[src/rtl/txdw_pkg.sv]
package txdw_pkg;
    localparam int WORD_W     = 32;
    localparam int NWORDS     = 4;
    localparam int DESC_W     = WORD_W * NWORDS;
    localparam int OWN_BIT    = 31;
    localparam int EOR_BIT    = 21;
    localparam int CHAIN_BIT  = 20;
    localparam int DESC_BYTES = NWORDS * WORD_W / 8;

    typedef enum logic [2:0] {
        ST_STOP,
        ST_FETCH,
        ST_WBACK,
        ST_SUSP,
        ST_FATAL
    } walk_state_e;

    typedef enum logic [1:0] {
        STS_STOPPED = 2'd0,
        STS_RUN     = 2'd1,
        STS_SUSP    = 2'd2,
        STS_FATAL   = 2'd3
    } walk_status_e;

    typedef enum logic [1:0] {
        ERR_NONE  = 2'd0,
        ERR_FETCH = 2'd1,
        ERR_WBACK = 2'd2
    } bus_err_e;

    typedef struct packed {
        logic [WORD_W-1:0] w3;
        logic [WORD_W-1:0] w2;
        logic [WORD_W-1:0] w1;
        logic [WORD_W-1:0] w0;
    } desc_t;

    function automatic walk_status_e status_of(walk_state_e s);
        case (s)
            ST_FETCH, ST_WBACK: return STS_RUN;
            ST_SUSP:            return STS_SUSP;
            ST_FATAL:           return STS_FATAL;
            default:            return STS_STOPPED;
        endcase
    endfunction
endpackage

[src/rtl/txdw_desc_reg.sv]
module txdw_desc_reg
    import txdw_pkg::*;
(
    input  logic              clk,
    input  logic              rst,
    input  logic              load,
    input  logic [DESC_W-1:0] data,
    output desc_t             q
);
    logic [WORD_W-1:0] word_q [NWORDS];

    for (genvar i = 0; i < NWORDS; i++) begin : g_word
        always_ff @(posedge clk) begin
            if (rst) begin
                word_q[i] <= '0;
            end else if (load) begin
                word_q[i] <= data[i*WORD_W +: WORD_W];
            end
        end
    end

    assign q = '{w3: word_q[3], w2: word_q[2], w1: word_q[1], w0: word_q[0]};
endmodule

[src/rtl/txdw_next_addr.sv]
module txdw_next_addr
    import txdw_pkg::*;
#(
    parameter int ADDR_W = 32
) (
    input  logic [ADDR_W-1:0] cur_addr,
    input  logic [ADDR_W-1:0] base_addr,
    input  desc_t             desc,
    output logic [ADDR_W-1:0] next_addr
);
    localparam logic [ADDR_W-1:0] STEP = ADDR_W'(DESC_BYTES);

    logic chained;
    logic ring_end;

    assign chained  = desc.w0[CHAIN_BIT];
    assign ring_end = desc.w0[EOR_BIT];

    always_comb begin
        if (chained) begin
            next_addr = desc.w3[ADDR_W-1:0];
        end else if (ring_end) begin
            next_addr = base_addr;
        end else begin
            next_addr = cur_addr + STEP;
        end
    end
endmodule

[src/rtl/txdesc_walker.sv]
module txdesc_walker
    import txdw_pkg::*;
#(
    parameter int ADDR_W = 32
) (
    input  logic              clk,
    input  logic              rst,
    input  logic              start_en,
    input  logic              poll_demand,
    input  logic [ADDR_W-1:0] list_base,
    output logic              rd_req,
    output logic [ADDR_W-1:0] rd_addr,
    input  logic              rd_ack,
    input  logic              rd_err,
    input  logic [DESC_W-1:0] rd_data,
    output logic              wb_req,
    output logic [ADDR_W-1:0] wb_addr,
    output logic [WORD_W-1:0] wb_data,
    input  logic              wb_ack,
    input  logic              wb_err,
    output logic              buf_go,
    output logic [ADDR_W-1:0] buf_ptr,
    output logic [WORD_W-1:0] buf_ctl,
    output logic [1:0]        status,
    output logic              buf_unavail,
    output logic              fatal_err,
    output logic [1:0]        err_code
);
    walk_state_e       state_q;
    bus_err_e          err_q;
    logic [ADDR_W-1:0] cur_q;
    logic [ADDR_W-1:0] next_addr;
    logic              go_q;
    logic              unavail_q;
    logic              fetch_done;
    desc_t             desc_q;

    assign fetch_done = (state_q == ST_FETCH) && rd_ack && !rd_err;

    txdw_desc_reg u_desc (
        .clk  (clk),
        .rst  (rst),
        .load (fetch_done),
        .data (rd_data),
        .q    (desc_q)
    );

    txdw_next_addr #(.ADDR_W(ADDR_W)) u_next (
        .cur_addr  (cur_q),
        .base_addr (list_base),
        .desc      (desc_q),
        .next_addr (next_addr)
    );

    always_ff @(posedge clk) begin
        if (rst) begin
            state_q   <= ST_STOP;
            err_q     <= ERR_NONE;
            cur_q     <= '0;
            go_q      <= 1'b0;
            unavail_q <= 1'b0;
        end else begin
            go_q <= 1'b0;
            case (state_q)
                ST_STOP: begin
                    if (start_en) begin
                        cur_q   <= list_base;
                        state_q <= ST_FETCH;
                    end
                end
                ST_FETCH: begin
                    if (rd_err) begin
                        err_q   <= ERR_FETCH;
                        state_q <= ST_FATAL;
                    end else if (rd_ack) begin
                        if (!start_en) begin
                            state_q <= ST_STOP;
                        end else if (rd_data[OWN_BIT]) begin
                            go_q    <= 1'b1;
                            state_q <= ST_WBACK;
                        end else begin
                            unavail_q <= 1'b1;
                            state_q   <= ST_SUSP;
                        end
                    end
                end
                ST_WBACK: begin
                    if (wb_err) begin
                        err_q   <= ERR_WBACK;
                        state_q <= ST_FATAL;
                    end else if (wb_ack) begin
                        cur_q   <= next_addr;
                        state_q <= start_en ? ST_FETCH : ST_STOP;
                    end
                end
                ST_SUSP: begin
                    if (!start_en) begin
                        unavail_q <= 1'b0;
                        state_q   <= ST_STOP;
                    end else if (poll_demand) begin
                        unavail_q <= 1'b0;
                        state_q   <= ST_FETCH;
                    end
                end
                default: state_q <= ST_FATAL;
            endcase
        end
    end

    assign rd_req      = (state_q == ST_FETCH);
    assign rd_addr     = cur_q;
    assign wb_req      = (state_q == ST_WBACK);
    assign wb_addr     = cur_q;
    assign wb_data     = {1'b0, desc_q.w0[OWN_BIT-1:0]};
    assign buf_go      = go_q;
    assign buf_ptr     = desc_q.w2[ADDR_W-1:0];
    assign buf_ctl     = desc_q.w1;
    assign status      = status_of(state_q);
    assign buf_unavail = unavail_q;
    assign fatal_err   = (state_q == ST_FATAL);
    assign err_code    = err_q;
endmodule

[config.mk]
export PLATFORM = sky130hd
export DESIGN_NAME = txdesc_walker
export DESIGN_NICKNAME = d
export VERILOG_FILES = /design/src/rtl/txdw_pkg.sv /design/src/rtl/txdw_desc_reg.sv /design/src/rtl/txdw_next_addr.sv /design/src/rtl/txdesc_walker.sv
export SDC_FILE = /design/constraint.sdc
export NUM_CORES = 1
export LEC_CHECK = 0
export BUFFER_PORTS_ARGS = -buffer_cell sky130_fd_sc_hd__buf_2
export CAP_MARGIN = 20
export CORE_ASPECT_RATIO = 1.25
export CORE_MARGIN = 10
export CORE_UTILIZATION = 45
export DETAILED_ROUTE_END_ITERATION = 7
export PLACE_DENSITY = 0.79
export SLEW_MARGIN = 20
export SYNTH_ARGS = -nofsm -noshare
export SYNTH_HDL_FRONTEND = slang
export SYNTH_HIERARCHICAL = 1
export SYNTH_SLANG_ARGS = --single-unit
[constraint.sdc]
create_clock -name clk -period 6.63 [get_ports clk]
set_clock_uncertainty 0.05 [all_clocks]
set_input_delay 0.9945 -clock clk [delete_from_list [all_inputs] [get_ports clk]]
set_output_delay 0.9945 -clock clk [all_outputs]
set_load 0.05 [all_outputs]
==> metrics.md, run 1 <==
| Metric | Value |
|---|---|
| Port Buffers | `335` |
| Worst Setup End Kind | `output pin` |
| H-tree levels | `4` |
| Post-cts sizing count | `0` |
| DP HPWL | `17700 µm` |
| Hold path cells | `2` |
| GP Congestion | `0.830` |
| Combinational share of power | `between 20% and 30%` |
| Register share of total power | `a little over two fifths` |
| TritonCTS Buffers | `17` |
| HP Class | `flop to flop` |
| Routed wire length per instance | `19.7 µm` |
| Cell Chain, Critical Path | `nor3b_4 -> buf_4 -> buf_2` |
| Placed insts | `between 1000 and 1500` |
| Chip Width | `145 µm` |
| CP Max Fanout | `34` |
| Post-Syn Instances | `704` |
| Top Ports | `337` |
| Die footprint | `0.0255 mm²` |
| Residual DRC | `0` |
| Sum Neg Setup Slack | `0 ps` |
| NetSw | `1.03 mW` |
| Final WL | `24600 µm` |
| Status | `finished clean` |
| Unrepaired setup endpoints after global routing | `no` |
| Layout Cells excl Fill | `between 1000 and 1500` |
| Cell Rows | `57` |
| Post-route ant nets | `0` |
| Hold path endpoint | `err_code[1]` |
| CP Buf/Inv Count | `2` |
| CP required | `5590 ps` |
| Leak | `5.07 nW` |
| Final critical-path required period | `3340 ps` |
| Syn_area_per_cell | `12.5 µm²` |
| PwrDens | `275 mW/mm²` |
| Ratio of cells with drive above 1 in the final layout | `43.2%` |
| Total clock sinks | `166` |
| Mapped Nets | `873` |
| Vias per Instance | `roughly 5.3` |
| Worst path max stage delay | `640 ps` |
| Clock buffer depth | `2` |
| Crit-path slowest cell | `dfxtp_1` |
| R2R setup slack | `4110 ps` |
| Fill count | `1644` |
| Critical path's top delay family | `buffers and inverters` |
| Vias in the first global route | `6889` |
| Yosys Warn Count | `6` |
| Post-CTS Hold Buffers | `0` |
| Worst setup SP type | `flop` |
| Vias | `approximately 6600` |
| Clock Power Share | `between 30% and 40%` |
| CP Data Arrival Time | `2290 ps` |
| CTS tree | `built` |
| Setup violations, final | `0` |
| Clock latency on the worst-skew pair | `420 ps` |
| Total gr overflow | `0` |
| Core ar. | `0.0193 mm²` |
| Clock slew seen by the registers of the worst setup and hold paths | `around 60 ps` |
| HP Start | `err_code[1]` |
| Post-CTS setup buffers | `0` |
| Fin util | `55.4%` |
| Clk root buf | `clkbuf_16` |
| Final Cycle Share | `50.3%` |
| Initial DRT Pass Iterations | `4` |
| Total GRT Usage | `18.6%` |
| Worst-Margin Slew | `about 1100 ps` |
| Worst r2r src | `rd_addr[4]` |
| Slew Limit Fails | `0` |
| Antenna violations before repair | `6` |
| Final nets | `1144` |
| FF-to-FF End | `rd_addr[20]` |
| Sw frac | `between 30% and 40%` |
| Mapped Area | `0.00878 mm²` |
| Critical path class | `flop to output pin` |
| Worst rel slew slack | `29.3%` |
| Initial drt markers | `355` |
| FMAX | `about 300 MHz` |
| Reg2Reg Depth | `8` |
| Internal power | `1.92 mW` |
| Starting Density | `45.4%` |
| Die Span Y | `176 µm` |
| Max Cap Viol | `0` |
| Pin count of the biggest net entering global routing | `around 130` |
| Hold Vio Cnt, Final | `0` |
| Area delta synth->final | `22.0%` |
| Worst vdd ir | `0.151 mV` |
| Global-route wire length before repair | `38000 µm` |
==> worst register-to-register path: stages, from the launching register on <==
cell      delay, ps
dfxtp_1         430
ha_1            290
nand4_1         330
nor3_2          400
nand2_1         120
or4_1           410
nand3_1         100
mux2i_1          80
a211oi_2        230
==> flip-flops by register name (all words and copies together) (netlist names) <==
register	cells
u_desc/word_q	127
rd_addr	32
state_q	3
err_code	2
buf_go	1
buf_unavail	1
==> placed cells by master, fill, tap and decap left out, types with 5 or more instances in the layout <==
cell	count
edfxtp_1	127
and3_1	6
buf_4	8
a211oi_1	5
nor2_1	45
dfxtp_1	39
inv_6	5
a21oi_1	10
nand2_1	34
a22oi_1	8
buf_2	334
nand4_1	8
xor2_1	8
o21ai_0	17
and3b_1	128
nand3_1	12
o22ai_1	5
nor2b_1	6
a211oi_2	28
xnor2_1	9
o21ai_1	7
clkbuf_16	17
mux2i_1	44
==> worst max-delay path by stage <==
stage,cells after the start,from,slack [ps],end
after floorplan,4,rd_err,1680,u_desc/word_q[0][0]
after global placement,5,rd_err,3110,u_desc/word_q[0][14]
after detailed placement,3,rst,3060,u_desc/word_q[0][30]
after CTS,3,state_q[1],3290,wb_req
after global routing,3,state_q[1],3230,wb_req
final,3,state_q[1],3290,wb_req
==> area by class of cell <==
cell class / instances / area (µm²) / area share, %
Sequential cell: 166 / 4590 / 42.9
Multi-Input combinational cell: 442 / 3400 / 31.7
Timing Repair Buffer: 344 / 1790 / 16.7
Clock buffer: 17 / 425 / 3.97
Tap cell: 265 / 332 / 3.10
Clock inverter: 15 / 160 / 1.50
Inverter: 4 / 15.0 / 0.140
Antenna cell: 1 / 2.50 / 0.0234
==> power by group through the flow <==
stage	Sequential, mW	Clock (mW)	Combinational, mW
after floorplan	1.49	0	0.364
after global placement	1.28	0	0.694
after detailed placement	1.28	0	0.703
after CTS	1.26	1.00	0.705
after global routing	1.27	1.05	0.746
final	1.26	0.982	0.704
==> metal layers <==
metal	GRT usage, %	part of all wire (%)	vias up
met3	8.09	10	44
met5	0	0.28	-
li1	-	-	3144
met2	31.0	50	293
met1	20.3	37	3095
met4	8.06	2.7	10
==> stage by stage <==
| stage | power, mW | cell area [µm²] | hold WS, ps | setup slack (ps) |
|---|---|---|---|---|
| after floorplan | 1.85 | 8780 | 550 | 1680 |
| after global placement | 1.97 | 10100 | 391 | 3110 |
| after detailed placement | 1.98 | 10100 | 405 | 3060 |
| after CTS | 2.97 | 10700 | 415 | 3290 |
| after global routing | 3.07 | 10700 | 436 | 3230 |
| final | 2.94 | 10700 | 412 | 3290 |
Note: power is estimated with default switching activity, not from simulation.
==> inputs of run 2 (changes only) <==
Settings changed: ABC_AREA from default to 1.
Clock period 6.63 ns to 3.3 ns, I/O delays scaled along.
==> run 2 against run 1 <==
Compared with the run above:
- critical path type is now flop to flop
- highest routed layer unchanged
- register-to-register slack worse by 3300 ps
- critical path depth is 3 higher
- critical endpoint is now u_desc/word_q[0][21]
- flip-flop and latch count unchanged
- worst hold slack lost 98 ps
- routed wire length is 16% higher
- first-iteration DRC count grew 99%
- die area rose by 0.10%
- power grew to 3.0 times the previous value
==> metrics.md, run 2 <==
| Metric | Value |
|---|---|
| Vias in the first global route | `8147 (was 6889)` |
| Commonest non-fill, non-tap cell in the layout | `buf_2 (unchanged)` |
| Post-Syn Instances | `1096 (was 704)` |
| Starting Density | `45.5% (was 45.4%)` |
| Crit-path slowest cell | `dfxtp_1 (unchanged)` |
| R2R setup slack | `830 ps (was 4110 ps)` |
| Worst rel slew slack | `47.3% (was 29.3%)` |
| Core ar. | `0.0193 mm² (unchanged)` |
| Critical path class | `flop to flop (was flop to output pin)` |
| Most frequent cells in the layout | `buf_2 (335), nand2_1 (274), nor2_1 (209), inv_1 (164), edfxtp_1 (127) (was buf_2 (334), and3b_1 (128), edfxtp_1 (127), nor2_1 (45), mux2i_1 (44))` |
| CTS tree | `built (unchanged)` |
| Max Cap Viol | `0 (unchanged)` |
| Initial DRT Pass Iterations | `6 (was 4)` |
| DP HPWL | `21300 µm (was 17700 µm)` |
| Final Cycle Share | `74.8%` |
| TritonCTS Buffers | `17 (unchanged)` |
| Initial drt markers | `705 (was 355)` |
| Unrepaired setup endpoints after global routing | `no (unchanged)` |
| Final critical-path required period | `2470 ps` |
| Final nets | `1550 (was 1144)` |
| Syn_area_per_cell | `8.02 µm² (was 12.5 µm²)` |
| Post-route ant nets | `0 (unchanged)` |
| Leak | `5.58 nW (was 5.07 nW)` |
| Max reg flops | `127 (unchanged)` |
| Mapped Area | `0.00879 mm² (was 0.00878 mm²)` |
| Chip Width | `145 µm (about the same)` |
| Routed wire length per instance | `17.1 µm (was 19.7 µm)` |
| Total GRT Usage | `21.6% (was 18.6%)` |
| Vias per Instance | `4.94 (was 5.25)` |
| Total clock sinks | `166 (unchanged)` |
| Fill count | `1752 (was 1644)` |
| CP Data Arrival Time | `2520 ps (was 2290 ps)` |
| Worst Setup End Kind | `flop (was output pin)` |
| Final WL | `28500 µm (was 24600 µm)` |
| HP Start | `rd_data[73] (was err_code[1])` |
| Global-route wire length before repair | `44100 µm (was 38000 µm)` |
| CP Max Fanout | `49 (was 34)` |
| Top Ports | `337 (unchanged)` |
| H-tree levels | `4 (unchanged)` |
| Ratio of cells with drive above 1 in the final layout | `29.3% (was 43.2%)` |
| Worst-Margin Slew | `790 ps (was 1060 ps)` |
| Clock buffer depth | `2 (unchanged)` |
| Post-cts sizing count | `0 (unchanged)` |
| Status | `finished clean (unchanged)` |
| Worst setup SP type | `flop (unchanged)` |
| Die Span Y | `176 µm (about the same)` |
| Hold Vio Cnt, Final | `0 (unchanged)` |
| Worst hold margin | `313 ps (was 412 ps)` |
| Pin count of the biggest net entering global routing | `71 (was 128)` |
| Pre-CTS WS | `877 ps (was 3060 ps)` |
| GP Congestion | `0.951 (was 0.830)` |
| Biggest register | `u_desc/word_q (unchanged)` |
| PwrDens | `797 mW/mm² (was 275 mW/mm²)` |
| Vias | `8216 (was 6586)` |
| Layout Cells excl Fill | `1663 (was 1254)` |
| Cell Rows | `57 (unchanged)` |
| Cell Chain, Critical Path | `nand2_1 -> nor2_1 -> nand2_1 -> nor2_1 -> or2_4 -> buf_12 (was nor3b_4 -> buf_4 -> buf_2)` |
| Clk root buf | `clkbuf_16 (unchanged)` |
| Mapped Nets | `1265 (was 873)` |
| Clock latency on the worst-skew pair | `420 ps (about the same)` |
| Slew Limit Fails | `0 (unchanged)` |
| Residual DRC | `0 (unchanged)` |
| CP required | `3360 ps (was 5590 ps)` |
| Sum Neg Setup Slack | `0 ps (unchanged)` |
| Worst r2r src | `state_q[0] (was rd_addr[4])` |
| Fin util | `56.9% (was 55.4%)` |
| Post-CTS setup buffers | `0 (unchanged)` |
| Worst path max stage delay | `490 ps (was 640 ps)` |
| Worst vdd ir | `0.416 mV (was 0.151 mV)` |
| Area delta synth->final | `25.0% (was 22.0%)` |
| FF-to-FF End | `u_desc/word_q[0][21] (was rd_addr[20])` |
| Setup violations, final | `0 (unchanged)` |
| Clock slew seen by the registers of the worst setup and hold paths | `80 ps (was 60 ps)` |
| Hold path endpoint | `u_desc/word_q[1][9] (was err_code[1])` |
| Hold path cells | `3 (was 2)` |
| Total gr overflow | `0 (unchanged)` |
| Die footprint | `0.0256 mm² (was 0.0255 mm²)` |
| Setup ws final | `832 ps (was 3290 ps)` |
| Port Buffers | `335 (unchanged)` |
| FMAX | `405 MHz` |
| Reg2Reg Depth | `6 (was 8)` |
| Antenna violations before repair | `9 (was 6)` |
| Yosys Warn Count | `6 (unchanged)` |
| Post-CTS Hold Buffers | `0 (unchanged)` |
| HP Class | `input port to flop (was flop to flop)` |
| Placed insts | `1627 (was 1219)` |
## run 2: cell count changes in the layout (fill, tap and decap cells not counted), moves of 22 or more
cell,before,now
nand4_1,8,37
nor2_1,45,209
inv_1,4,164
a211oi_2,28,0
nand3_1,12,34
and3b_1,128,0
mux2i_1,44,0
nand2_1,34,274
a21oi_1,10,65
## run 2: how the worst max path moves through the flow
| stage | startpoint | end | slack, ps | cells after the start |
|---|---|---|---|---|
| after global routing | state_q[0] | u_desc/word_q[0][57] | 640 | 7 |
| after floorplan | state_q[0] | u_desc/word_q[0][0] | 190 | 5 |
| after detailed placement | state_q[0] | u_desc/word_q[1][41] | 880 | 6 |
| after global placement | state_q[0] | u_desc/word_q[0][24] | 910 | 6 |
| final | state_q[0] | u_desc/word_q[0][21] | 830 | 6 |
| after CTS | state_q[0] | u_desc/word_q[1][45] | 840 | 6 |
## run 2: power by group
part | internal [mW] | switching, mW
Combinational | 0.838 | 2.93
Sequential | 2.61 | 0.338
Clock | 1.09 | 0.951
Total | 4.54 | 4.22
## run 2: worst max-delay path: cells and delay by family, from the launching register on
kind          cells  cell delay [ps]
simple gates      5             1240
flops             1              490
buf+inv           1              330
## run 2: through the flow
stage | instance area (µm²) | power, mW
2_1_floorplan | 8790 | 5.97
3_3_place_gp | 10400 | 6.71
3_5_place_dp | 10400 | 6.76
4_1_cts | 11000 | 8.80
5_1_grt | 11000 | 9.21
6_report | 11000 | 8.76
## run 2: final cells by class
| type | instances | area [µm²] | area share (%) |
|---|---|---|---|
| antenna | 4 | 10.0 | 0.0911 |
| clock buffer | 17 | 425 | 3.87 |
| clock inverter | 15 | 188 | 1.71 |
| inverter | 167 | 627 | 5.70 |
| multi-input combinational | 682 | 3010 | 27.4 |
| sequential | 166 | 4590 | 41.8 |
| tap | 265 | 332 | 3.02 |
| timing repair buffer | 347 | 1800 | 16.4 |
## run 2: per-layer routing
layer  routed length (µm)  part of all wire (%)  GRT usage (%)  vias to the layer above
met5                   57                  0.20              0                        -
met4                  887                   3.1           9.34                        8
met3                 3030                    11           8.81                       65
met2                14600                    51           37.9                      416
met1                 9940                    35           22.3                     3745
li1                     -                     -              -                     3982
==> inputs of run 3 (changes only) <==
Clock period 3.3 ns to 2.5 ns, I/O delays scaled along.
==> run 3 against run 2 <==
Compared with the run above:
- flip-flop and latch count unchanged
- global-route usage increased by 0.23 points
- register-to-register slack got worse by 360 ps
- utilization increased by 0.38 points
- largest cell class unchanged
- final cell count increased by 0.30%
- sequential share of layout area decreased by 0.26 points
- non-clock buffer count increased by 5
- critical path depth decreased by 1
- die area unchanged
==> metrics.md, run 3 (synthesis results as in run 2) <==
| Metric | Value |
|---|---|
| Total clock sinks | `166 (unchanged)` |
| Setup violations, final | `0 (unchanged)` |
| Post-route ant nets | `0 (unchanged)` |
| CP required | `2080 ps (was 3360 ps)` |
| Unrepaired setup endpoints after global routing | `no (unchanged)` |
| FMAX | `between 400 and 500 MHz` |
| Commonest non-fill, non-tap cell in the layout | `buf_2 (unchanged)` |
| Chip Width | `145 µm (unchanged)` |
| Routed wire length per instance | `17.2 µm (was 17.1 µm)` |
| Total GRT Usage | `21.8% (was 21.6%)` |
| Clk root buf | `clkbuf_16 (unchanged)` |
| Max reg flops | `127 (unchanged)` |
| Max Cap Viol | `0 (unchanged)` |
| Core ar. | `0.0193 mm² (unchanged)` |
| Die footprint | `0.0256 mm² (unchanged)` |
| Slew Limit Fails | `0 (unchanged)` |
| TritonCTS Buffers | `17 (unchanged)` |
| Worst Setup End Kind | `output pin (was flop)` |
| HP Class | `input port to flop (unchanged)` |
| Placed insts | `1632 (was 1627)` |
| Total gr overflow | `0 (unchanged)` |
| Biggest register | `u_desc/word_q (unchanged)` |
| Final WL | `28700 µm (was 28500 µm)` |
| Worst vdd ir | `0.598 mV (was 0.416 mV)` |
| Post-CTS Hold Buffers | `0 (unchanged)` |
| Crit-path slowest cell | `dfxtp_1 (unchanged)` |
| Starting Density | `45.5% (unchanged)` |
| Initial DRT Pass Iterations | `5 (was 6)` |
| Worst rel slew slack | `56.0% (was 47.3%)` |
| Pin count of the biggest net entering global routing | `57 (was 71)` |
| Critical path's top delay family | `buffers and inverters (was simple AND/OR/NAND/NOR gates)` |
| GP Congestion | `0.932 (was 0.951)` |
| Critical path class | `flop to output pin (was flop to flop)` |
| CP Buf/Inv Count | `3 (was 1)` |
| Hold Vio Cnt, Final | `0 (unchanged)` |
| Clock slew seen by the registers of the worst setup and hold paths | `70 ps (was 80 ps)` |
| Leak | `5.62 nW (was 5.58 nW)` |
| Post-cts sizing count | `0 (unchanged)` |
| Final nets | `1555 (was 1550)` |
| Area delta synth->final | `25.9% (was 25.0%)` |
| Worst-Margin Slew | `655 ps (was 790 ps)` |
| Antenna violations before repair | `5 (was 9)` |
| CP Max Fanout | `4 (was 49)` |
| Layout Cells excl Fill | `1668 (was 1663)` |
| Most frequent cells in the layout | `buf_2 (335), nand2_1 (272), nor2_1 (207), inv_1 (164), edfxtp_1 (127) (was buf_2 (335), nand2_1 (274), nor2_1 (209), inv_1 (164), edfxtp_1 (127))` |
| Port Buffers | `335 (unchanged)` |
| Cell Rows | `57 (unchanged)` |
| Final critical-path required period | `2100 ps` |
| H-tree levels | `4 (unchanged)` |
| Ratio of cells with drive above 1 in the final layout | `29.9% (was 29.3%)` |
| Die Span Y | `176 µm (unchanged)` |
| Vias in the first global route | `8177 (was 8147)` |
| Sum Neg Setup Slack | `0 ps (unchanged)` |
| CTS tree | `built (unchanged)` |
| Clock buffer depth | `2 (unchanged)` |
| Initial drt markers | `845 (was 705)` |
| Final Cycle Share | `83.9%` |
| Vias per Instance | `4.95 (was 4.94)` |
| CP Data Arrival Time | `1670 ps (was 2520 ps)` |
| Global-route wire length before repair | `44800 µm (was 44100 µm)` |
| DP HPWL | `21600 µm (was 21300 µm)` |
| Status | `finished clean (unchanged)` |
| Worst setup SP type | `flop (unchanged)` |
| Worst path max stage delay | `440 ps (was 490 ps)` |
| Residual DRC | `0 (unchanged)` |
| Cell Chain, Critical Path | `inv_2 -> nor3_2 -> inv_1 -> o21ai_0 -> buf_2 (was nand2_1 -> nor2_1 -> nand2_1 -> nor2_1 -> or2_4 -> buf_12)` |
| Vias | `8252 (was 8216)` |
| Top Ports | `337 (unchanged)` |
| Clock latency on the worst-skew pair | `420 ps (about the same)` |
| Post-CTS setup buffers | `0 (unchanged)` |
| PwrDens | `1060 mW/mm² (was 797 mW/mm²)` |
-- run 3: cell types whose count changed in the layout (fill, tap and decap cells not counted), sizes merged --
cell / delta
buf: +5
inv: +2
clkbuf: +1
bufinv: +2
clkinv: -5
-- run 3: worst paths after layout --
path	depth (start not counted)	slack, ps	to	startpoint
setup reg to reg	10	470	rd_addr[10]	rd_addr[5]
setup / recovery	5	400	status[1]	state_q[2]
hold reg to reg	2	420	err_code[0]	err_code[0]
hold / removal	2	120	buf_unavail	rst
-- run 3: metrics by stage --
step	area [µm²]	power, mW	hold WS (ps)	setup WS, ps	util (%)
CTS	11100	11.8	102	420	57.2
detailed placement	10400	8.98	406	498	54.0
finish	11100	11.7	121	403	57.2
global route	11100	12.3	112	300	57.2
floorplan	8810	7.91	476	8.28	-
global placement	10400	8.92	385	570	54.0
-- run 3: final cells by class --
cell class                      count  area, µm²
Antenna cell                        4       10.0
Clock buffer                       18        429
Clock inverter                     14        185
Fill cell                        1738       8260
Inverter                          167        627
Multi-Input combinational cell    682       3030
Sequential cell                   166       4600
Tap cell                          265        332
Timing Repair Buffer              352       1850
-- run 3: layer usage --
| metal | vias up | wire (µm) | GRT usage (%) |
|---|---|---|---|
| met5 | - | 13 | 0 |
| met4 | 2 | 537 | 6.86 |
| met3 | 44 | 3180 | 8.32 |
| met2 | 462 | 15000 | 38.8 |
| met1 | 3750 | 10000 | 23.5 |
| li1 | 3994 | - | - |
-- run 3: power by group --
part | internal [mW] | leakage [nW] | switching (mW)
Clock | 1.61 | 0.304 | 1.16
Combinational | 1.14 | 3.68 | 3.90
Sequential | 3.44 | 1.64 | 0.457
-- run 3: worst register-to-register path: stages, from the launching register on --
cell	delay, ps
dfxtp_1	440
ha_1	240
nand3_1	160
nor2_1	290
xor2_1	190
nand2_1	90
a21oi_1	130
nand2_1	60
nand2_1	70
nand4_1	90
a21oi_1	150
